<file path="src/rtl/lu_pkg.sv">
package lu_pkg;
  typedef struct packed {
    logic [1:0] alu_op;
    logic       alu_src;
    logic       reg_dst;
    logic       mem_read;
    logic       mem_write;
    logic       reg_write;
    logic       mem_to_reg;
  } ctrl_t;

  localparam int unsigned CTRL_W   = $bits(ctrl_t);
  localparam int unsigned NUM_SRC  = 2;
  localparam int unsigned RS_LSB   = 21;
  localparam int unsigned RT_LSB   = 16;
endpackage

</file>
<file path="src/rtl/lu_hazard_detect.sv">
module lu_hazard_detect #(
  parameter int unsigned XLEN = 32,
  parameter int unsigned RA_W = 5
) (
  input  logic [XLEN-1:0] ifid_instr_i,
  input  logic            idex_mem_read_i,
  input  logic [RA_W-1:0] idex_rd_i,
  output logic            stall_o
);
  import lu_pkg::*;

  localparam int unsigned SRC_LSB [NUM_SRC] = '{RS_LSB, RT_LSB};

  logic [NUM_SRC-1:0] src_hit;

  for (genvar g = 0; g < NUM_SRC; g++) begin : g_src
    assign src_hit[g] = (ifid_instr_i[SRC_LSB[g] +: RA_W] == idex_rd_i);
  end

  assign stall_o = idex_mem_read_i && (|src_hit);
endmodule

</file>
<file path="src/rtl/lu_fetch_regs.sv">
module lu_fetch_regs #(
  parameter int unsigned XLEN      = 32,
  parameter logic [31:0] NOP_INSTR = '0,
  parameter int unsigned PC_STEP   = 4
) (
  input  logic            clk_i,
  input  logic            rst_ni,
  input  logic            pc_we_i,
  input  logic            ifid_we_i,
  input  logic [XLEN-1:0] imem_rdata_i,
  output logic [XLEN-1:0] pc_o,
  output logic [XLEN-1:0] ifid_instr_o,
  output logic [XLEN-1:0] ifid_pc_o
);
  logic [XLEN-1:0] pc_q, pc_inc, instr_q, ipc_q;

  assign pc_inc = pc_q + XLEN'(PC_STEP);

  always_ff @(posedge clk_i or negedge rst_ni) begin
    if (!rst_ni) begin
      pc_q <= '0;
    end else if (pc_we_i) begin
      pc_q <= pc_inc;
    end
  end

  always_ff @(posedge clk_i or negedge rst_ni) begin
    if (!rst_ni) begin
      instr_q <= XLEN'(NOP_INSTR);
      ipc_q   <= '0;
    end else if (ifid_we_i) begin
      instr_q <= imem_rdata_i;
      ipc_q   <= pc_inc;
    end
  end

  assign pc_o         = pc_q;
  assign ifid_instr_o = instr_q;
  assign ifid_pc_o    = ipc_q;

  p_pc_hold_r2: assert property (@(posedge clk_i) disable iff (!rst_ni)
    !pc_we_i |=> pc_q == $past(pc_q));
  p_ifid_hold_r2: assert property (@(posedge clk_i) disable iff (!rst_ni)
    !ifid_we_i |=> (instr_q == $past(instr_q)) && (ipc_q == $past(ipc_q)));
  p_pc_step_r4: assert property (@(posedge clk_i) disable iff (!rst_ni)
    pc_we_i |=> pc_q == $past(pc_q) + XLEN'(PC_STEP));
endmodule

</file>
<file path="src/rtl/lu_idex_ctrl.sv">
module lu_idex_ctrl #(
  parameter int unsigned XLEN = 32,
  parameter int unsigned RA_W = 5
) (
  input  logic                      clk_i,
  input  logic                      rst_ni,
  input  logic                      bubble_sel_i,
  input  logic [lu_pkg::CTRL_W-1:0] id_ctrl_i,
  input  logic [XLEN-1:0]           ifid_instr_i,
  output lu_pkg::ctrl_t             ctrl_o,
  output logic [RA_W-1:0]           rd_o
);
  import lu_pkg::*;

  ctrl_t ctrl_d, ctrl_q;
  logic [RA_W-1:0] rd_q;

  // zero bundle mux ahead of the register
  always_comb begin
    ctrl_d = ctrl_t'(id_ctrl_i);
    if (bubble_sel_i) ctrl_d = '0;
  end

  always_ff @(posedge clk_i or negedge rst_ni) begin
    if (!rst_ni) begin
      ctrl_q <= '0;
      rd_q   <= '0;
    end else begin
      ctrl_q <= ctrl_d;
      rd_q   <= ifid_instr_i[RT_LSB +: RA_W];
    end
  end

  assign ctrl_o = ctrl_q;
  assign rd_o   = rd_q;

  p_bubble_zero_r3: assert property (@(posedge clk_i) disable iff (!rst_ni)
    bubble_sel_i |=> ctrl_q == '0);
  p_ctrl_pass_r4: assert property (@(posedge clk_i) disable iff (!rst_ni)
    !bubble_sel_i |=> ctrl_q == $past(ctrl_t'(id_ctrl_i)));
endmodule

</file>
<file path="src/rtl/lu_stall_ctrl.sv">
module lu_stall_ctrl #(
  parameter int unsigned XLEN      = 32,
  parameter int unsigned RA_W      = 5,
  parameter logic [31:0] NOP_INSTR = '0
) (
  input  logic                      clk_i,
  input  logic                      rst_ni,
  input  logic [XLEN-1:0]           imem_rdata_i,
  input  logic [lu_pkg::CTRL_W-1:0] id_ctrl_i,
  output logic [XLEN-1:0]           pc_o,
  output logic [XLEN-1:0]           ifid_instr_o,
  output logic [XLEN-1:0]           ifid_pc_o,
  output logic [lu_pkg::CTRL_W-1:0] idex_ctrl_o,
  output logic [RA_W-1:0]           idex_rd_o,
  output logic                      pc_we_o,
  output logic                      ifid_we_o,
  output logic                      bubble_sel_o
);
  import lu_pkg::*;

  logic            stall;
  logic [XLEN-1:0] ifid_instr;
  ctrl_t           idex_ctrl;
  logic [RA_W-1:0] idex_rd;

  lu_hazard_detect #(.XLEN(XLEN), .RA_W(RA_W)) u_hazard (
    .ifid_instr_i    (ifid_instr),
    .idex_mem_read_i (idex_ctrl.mem_read),
    .idex_rd_i       (idex_rd),
    .stall_o         (stall)
  );

  lu_fetch_regs #(.XLEN(XLEN), .NOP_INSTR(NOP_INSTR)) u_fetch (
    .clk_i        (clk_i),
    .rst_ni       (rst_ni),
    .pc_we_i      (pc_we_o),
    .ifid_we_i    (ifid_we_o),
    .imem_rdata_i (imem_rdata_i),
    .pc_o         (pc_o),
    .ifid_instr_o (ifid_instr),
    .ifid_pc_o    (ifid_pc_o)
  );

  lu_idex_ctrl #(.XLEN(XLEN), .RA_W(RA_W)) u_idex (
    .clk_i        (clk_i),
    .rst_ni       (rst_ni),
    .bubble_sel_i (bubble_sel_o),
    .id_ctrl_i    (id_ctrl_i),
    .ifid_instr_i (ifid_instr),
    .ctrl_o       (idex_ctrl),
    .rd_o         (idex_rd)
  );

  assign pc_we_o      = !stall;
  assign ifid_we_o    = !stall;
  assign bubble_sel_o = stall;
  assign ifid_instr_o = ifid_instr;
  assign idex_ctrl_o  = idex_ctrl;
  assign idex_rd_o    = idex_rd;

  p_single_stall_r5: assert property (@(posedge clk_i) disable iff (!rst_ni)
    stall |=> !stall);
  p_noload_quiet_r6: assert property (@(posedge clk_i) disable iff (!rst_ni)
    !idex_ctrl.mem_read |-> !stall);
  p_enables_r8: assert property (@(posedge clk_i) disable iff (!rst_ni)
    (pc_we_o == ifid_we_o) && (bubble_sel_o != pc_we_o));
endmodule

</file>
<file path="config.mk">
export PLATFORM = sky130hd
export DESIGN_NAME = lu_stall_ctrl
export DESIGN_NICKNAME = d
export VERILOG_FILES = /design/src/rtl/lu_pkg.sv /design/src/rtl/lu_hazard_detect.sv /design/src/rtl/lu_fetch_regs.sv /design/src/rtl/lu_idex_ctrl.sv /design/src/rtl/lu_stall_ctrl.sv
export SDC_FILE = /design/constraint.sdc
export NUM_CORES = 1
export LEC_CHECK = 0
export BUFFER_PORTS_ARGS = -buffer_cell sky130_fd_sc_hd__buf_4
export CAP_MARGIN = 10
export CORE_MARGIN = 10
export CORE_UTILIZATION = 45
export DETAILED_ROUTE_END_ITERATION = 12
export PLACE_DENSITY_LB_ADDON = 0.25
export SYNTH_ARGS = -nofsm -noshare
export SYNTH_HDL_FRONTEND = slang
export SYNTH_HIERARCHICAL = 1
export SYNTH_SLANG_ARGS = --single-unit
</file>
<file path="constraint.sdc">
create_clock -name clk_i -period 2.5 [get_ports clk_i]
set_input_delay 0.125 -clock clk_i [delete_from_list [all_inputs] [get_ports clk_i]]
set_output_delay 0.125 -clock clk_i [all_outputs]
set_load 0.02 [all_outputs]
</file>
; ---- Word-level counts from Yosys, hierarchy flattened
; Cells that the tools add are included.
[totals]
register_bits = 77
latch_bits = 0
ram_bits = 0
rom_bits = 0
input_bits = 42
out_inout_bits = 112
elab_cells = 17
mem_count = 0
[classes]
addsub = 1
mul = 0
div = 0
magnitude_cmp = 0
eq_ne = 2
shifts = 0
muxes = 1
n_bitwise = 0
n_reduce_logical = 3
[op_table]
columns = op, n
row1 = $add A32 B3 Y32 const B, 1
row2 = $eq A5 B5 Y1, 2
row3 = $mux W8, 1
row4 = $reduce_or A2 Y1, 1
row5 = $logic_and A1 B1 Y1, 1
row6 = $logic_not A1 Y1, 1

; ---- Longest topological paths before layout
[depth]
depth_word = 4
mapped_depth = 8

; ---- Cells and area by module
; The synthesis kept the hierarchy.
[by_module_without_submodules]
columns = module, instances, cells_per_inst, area_each_um2, seq_area_each_um2
row1 = lu_fetch_regs, 1, 378, 4257.8, 2302.2
row2 = lu_idex_ctrl, 1, 21, 375.4, 325.3
row3 = lu_hazard_detect, 1, 15, 113.9, 0.0
row4 = lu_stall_ctrl, 1, 2, 11.3, 0.0

; ---- Worst setup path after synthesis
; No wires, ideal clock.
[synth_path]
kind = reg2reg
start = reg u_idex.rd_q[1], in the netlist u_idex/rd_o[1]
end = reg u_fetch.instr_q[0], in the netlist u_fetch/ifid_instr_o[0]
setup_ps = 125
t_arrival_ps = 2588
slack_ps = -213
path_stages_with_launch = 8
n_path_buf = 2
path_cell_list = dfrtp_1 > xnor2_1 > nand4_1 > o22ai_1 > inv_1 > clkbuf_1 > clkbuf_1 > mux2_2
[synth_via]
elab_chain_cells = 3
elab_cells_between_ends = 4
cone_classes = eq/ne (2) / reduce/logical (2)
[synth_rtl]
columns = item, line_no
row1 = start: declaration, lu_idex_ctrl.sv:16  ; logic [RA_W-1:0] rd_q;
row2 = start signal: assignment, lu_idex_ctrl.sv:30  ; rd_q <= ifid_instr_i[RT_LSB +: RA_W];
row3 = $eq A5 B5 Y1, lu_hazard_detect.sv:17  ; assign src_hit[g] = (ifid_instr_i[SRC_LSB[g] +: RA_W] == idex_rd_i);
row4 = $reduce_or A2 Y1 (*), lu_hazard_detect.sv:20  ; assign stall_o = idex_mem_read_i && (|src_hit);
row5 = $logic_and A1 B1 Y1 (*), lu_hazard_detect.sv:20
row6 = via bubble_sel_o, lu_stall_ctrl.sv:17  ; output logic bubble_sel_o
row7 = end signal: assignment, lu_fetch_regs.sv:29  ; instr_q <= XLEN'(NOP_INSTR);
row8 = end signal: assignment, lu_fetch_regs.sv:32  ; instr_q <= imem_rdata_i;
row9 = end: declaration, lu_fetch_regs.sv:15  ; logic [XLEN-1:0] pc_q, pc_inc, instr_q, ipc_q;
; Mark *: on every way through the listed nets, which the timed path passes. The rest lies on a longest branch.
; A chain may end at the register's enable or synchronous reset.

; ---- Worst setup path after layout
[layout_path]
start = reg u_fetch.instr_q[24], in the netlist u_fetch/ifid_instr_o[24]
end = out ifid_we_o
[layout_via]
elab_chain_cells = 4
[layout_rtl]
columns = item, line_no
row1 = $eq A5 B5 Y1, lu_hazard_detect.sv:17
row2 = $reduce_or A2 Y1, lu_hazard_detect.sv:20
row3 = $logic_and A1 B1 Y1, lu_hazard_detect.sv:20
row4 = $logic_not A1 Y1, lu_stall_ctrl.sv:55  ; assign ifid_we_o = !stall;
row5 = end: declaration, lu_stall_ctrl.sv:16  ; output logic ifid_we_o,
; Every way passes these cells.

==> metrics.csv <==
metric,value,unit
Via density,5.20,
CTS tree,yes,
WL/cell,18.4,µm
final setup vio count,0,
Final ANT Viol Nets,0,
RD Place Congestion,0.852,
Most Frequent Cell on Critical Path,buf_4,
critical path class,flop to output pin,
Port Buffers,149,
ant diodes,0,
Die Ht,123,µm
Setup WS post-layout,0.326,ns
initial DRC count,220,
first-pass GRT wire length,22100,µm
Tmin final,2.17,ns
Leak Pwr,3.14,nW
Layout Skew,0.0133,ns
switching portion of total power,32.1,%
post-synthesis sequential area ratio,55.2,%
Clock power frac,24.8,%
DR DRC count,0,
Overflow after GRT,0,
pre-CTS setup slack,0.485,ns
"Slew Viols, Final",0,
Via Count,3872,
width of the die,123,µm
Setup TNS,0,ns
CP arrival,2.05,ns
synthesized area,0.00476,mm²
part of the cycle the worst path needs,87.0,%
Pre-antenna DRT Iters,4,
die footprint,0.0151,mm²
# H-tree levels,3,
final wirelength,13700,µm
All-Layer GR Usage,18.5,%
CP Launch Type,flop,
post-detail-place hpwl,9720,µm
clk buf depth,2,
Placed Cells,689,
WP data required,2.38,ns
hold_ws,0.0381,ns
Crit Path Max Fanout,44,
Peak VDD IR,0.349,mV
initial core utilization,46.1,%
CP max stage delay,0.43,ns
Nets,647,
FP Rows,37,
status,completed,
fmax,460,MHz
antenna violations before repair,0,
clock root cell,clkbuf_8,
Max-cap violations,0,
Synth Area per Inst,11.4,µm²
switching power,0.00141,W
core area,0.0103,mm²
Max transition margin,55.4,%
yosys warns,6,
Worst-Skew Late Latency,0.37,ns
fill count,793,
sinks on the clock net,105,
Num CTS Buffers,9,
Util after Layout,64.3,%
IO Count,154,
# Post-CTS Setup Buffers,0,
slowest CP cell,dfrtp_1,
CP cell instances,xnor2_1 -> nand4_1 -> o22ai_2 -> clkinv_2 -> buf_4 -> buf_4,
CP endpoint kind,output pin,
# hold bufs at CTS,40,
area grow syn2layout,39.6,%
Post-synth EDFFs,0,
"Reg clk slew, reported paths",0.10,ns
cell-internal power,0.00298,W
Tightest Pin Transition,0.670,ns
sequential share of power,48.4,%
Comb pwr share,26.8,%
Gate Count Post-Synth,416,
register bit total from synthesis,105,
Synth async-reset ratio,100,%
# resized after CTS,0,
Worst Hold Class,input pin to flop,
vias in the first global route,4203,
PD cells,660,mW/mm²
RSZ-0062 raised after global routing,no,
primary flip-flop cell chosen by synthesis mapping,dfrtp_1,
Finished Layout Cells,745,
layout cells sized above 1,36.3,%
library cells used by synthesis,45,
largest net degree at the start of global routing,55,
final hold vios,0,
registers in the layout, summed over array words and instances (netlist names):
signal,flops
u_idex/ctrl_o,8
u_fetch/pc_o,30
u_idex/rd_o,5
u_fetch/ifid_instr_o,32
u_fetch/ifid_pc_o,30
kinds of logic after synthesis:
kind of cell    share of synthesized area [%]
compound gates                           5.57
xor+xnor                                 9.76
fa+ha+maj                               0.263
buf+inv                                  3.42
flops                                    55.2
mux                                      8.26
other cells                            0.0788
simple gates                             17.4
final cells by class:
| cell class | count | area, µm² | share of cell area (%) |
|---|---|---|---|
| tap | 136 | 170 | 2.56 |
| sequential | 105 | 2630 | 39.6 |
| clock buffer | 12 | 155 | 2.34 |
| timing repair buffer | 202 | 1630 | 24.5 |
| clock inverter | 4 | 51.3 | 0.772 |
| inverter | 6 | 23.8 | 0.358 |
| multi-input combinational | 280 | 1990 | 29.9 |
critical path: cells and delay by family, from the launching register on:
family / cells / cell delay (ns)
xor gates and xnor gates: 1 / 0.21
DFF: 1 / 0.43
buffers and inverters: 3 / 0.66
AOI/OAI and AO/OA: 1 / 0.23
and+or+nand+nor: 1 / 0.13
routing by layer:
layer  GRT usage [%]  wire length, µm  vias to the layer above
li1                -                -                     1836
met1            21.5             5540                     1858
met2            28.9             6230                      159
met3            8.77             1720                       19
met4            7.36              248                        0
met5               0                0                        -
Yosys cell counts (2+ instances only):
| master | count | area, µm² |
|---|---|---|
| or3_1 | 4 | 25.0 |
| and4b_1 | 5 | 50.1 |
| a31oi_1 | 8 | 50.1 |
| buf_2 | 9 | 45.0 |
| a211o_1 | 5 | 43.8 |
| and4_1 | 7 | 61.3 |
| a21oi_1 | 20 | 100 |
| nor2b_1 | 10 | 62.6 |
| buf_4 | 6 | 45.0 |
| clkbuf_1 | 11 | 41.3 |
| o21ai_0 | 4 | 20.0 |
| nor2_1 | 33 | 124 |
| xor2_1 | 13 | 114 |
| nor4_1 | 6 | 37.5 |
| xnor2_1 | 40 | 350 |
| and3_1 | 4 | 25.0 |
| nand3_1 | 16 | 80.1 |
| nand4_1 | 14 | 87.6 |
| inv_1 | 6 | 22.5 |
| nor3_1 | 7 | 35.0 |
| nand4b_1 | 2 | 17.5 |
| dfrtp_1 | 105 | 2630 |
| mux2_2 | 34 | 383 |
| nand2_1 | 26 | 97.6 |
layout by cell type, fill, tap and decap left out, types with 2 or more instances in the layout:
| cell type | instances |
|---|---|
| a211o_1 | 5 |
| a21oi_1 | 20 |
| a31oi_1 | 8 |
| and3_1 | 4 |
| and4_1 | 7 |
| and4b_1 | 5 |
| buf_4 | 161 |
| clkbuf_8 | 11 |
| clkinv_2 | 2 |
| conb_1 | 4 |
| dfrtp_1 | 105 |
| dlygate4sd3_1 | 40 |
| inv_1 | 5 |
| mux2_2 | 34 |
| nand2_1 | 26 |
| nand3_1 | 16 |
| nand4_1 | 14 |
| nand4b_1 | 2 |
| nor2_1 | 33 |
| nor2b_1 | 10 |
| nor3_1 | 7 |
| nor4_1 | 6 |
| o21ai_0 | 4 |
| or3_1 | 4 |
| xnor2_1 | 40 |
| xor2_1 | 13 |
worst paths after layout:
| check | from | endpoint | slack, ns | depth (start not counted) |
|---|---|---|---|---|
| setup / recovery | u_fetch/ifid_instr_o[24]$_DFFE_PN0P_ | ifid_we_o | 0.33 | 6 |
| hold / removal | id_ctrl_i[5] | u_idex/ctrl_o[5]$_DFF_PN0_ | 0.04 | 2 |
| min in group asynchronous | rst_ni | u_fetch/pc_o[7]$_DFFE_PN0P_ | 0.33 | 2 |
| max in group asynchronous | rst_ni | u_fetch/ifid_instr_o[12]$_DFFE_PN0P_ | 1.46 | 3 |
| hold reg to reg | u_fetch/ifid_instr_o[17]$_DFFE_PN0P_ | u_idex/rd_o[1]$_DFF_PN0_ | 0.46 | 0 |
| setup reg to reg | u_fetch/pc_o[2]$_DFFE_PN0P_ | u_fetch/ifid_pc_o[28]$_DFFE_PN0P_ | 0.43 | 6 |
power groups by stage:
| stage | logic (W) | registers [W] | clock network, W |
|---|---|---|---|
| 4_1_cts | 0.00119 | 0.00212 | 0.00112 |
| 3_3_place_gp | 0.00113 | 0.00214 | 0 |
| 6_report | 0.00118 | 0.00212 | 0.00109 |
| 3_5_place_dp | 0.00114 | 0.00215 | 0 |
| 2_1_floorplan | 0.000463 | 0.00230 | 0 |
| 5_1_grt | 0.00127 | 0.00215 | 0.00119 |
metrics by stage:
stage	total power, W	cell area (µm²)
floorplan	0.00276	4780
global placement	0.00327	6040
detailed placement	0.00329	6040
CTS	0.00443	6640
global route	0.00462	6640
finish	0.00439	6640
(Power assumes the default switching activity.)
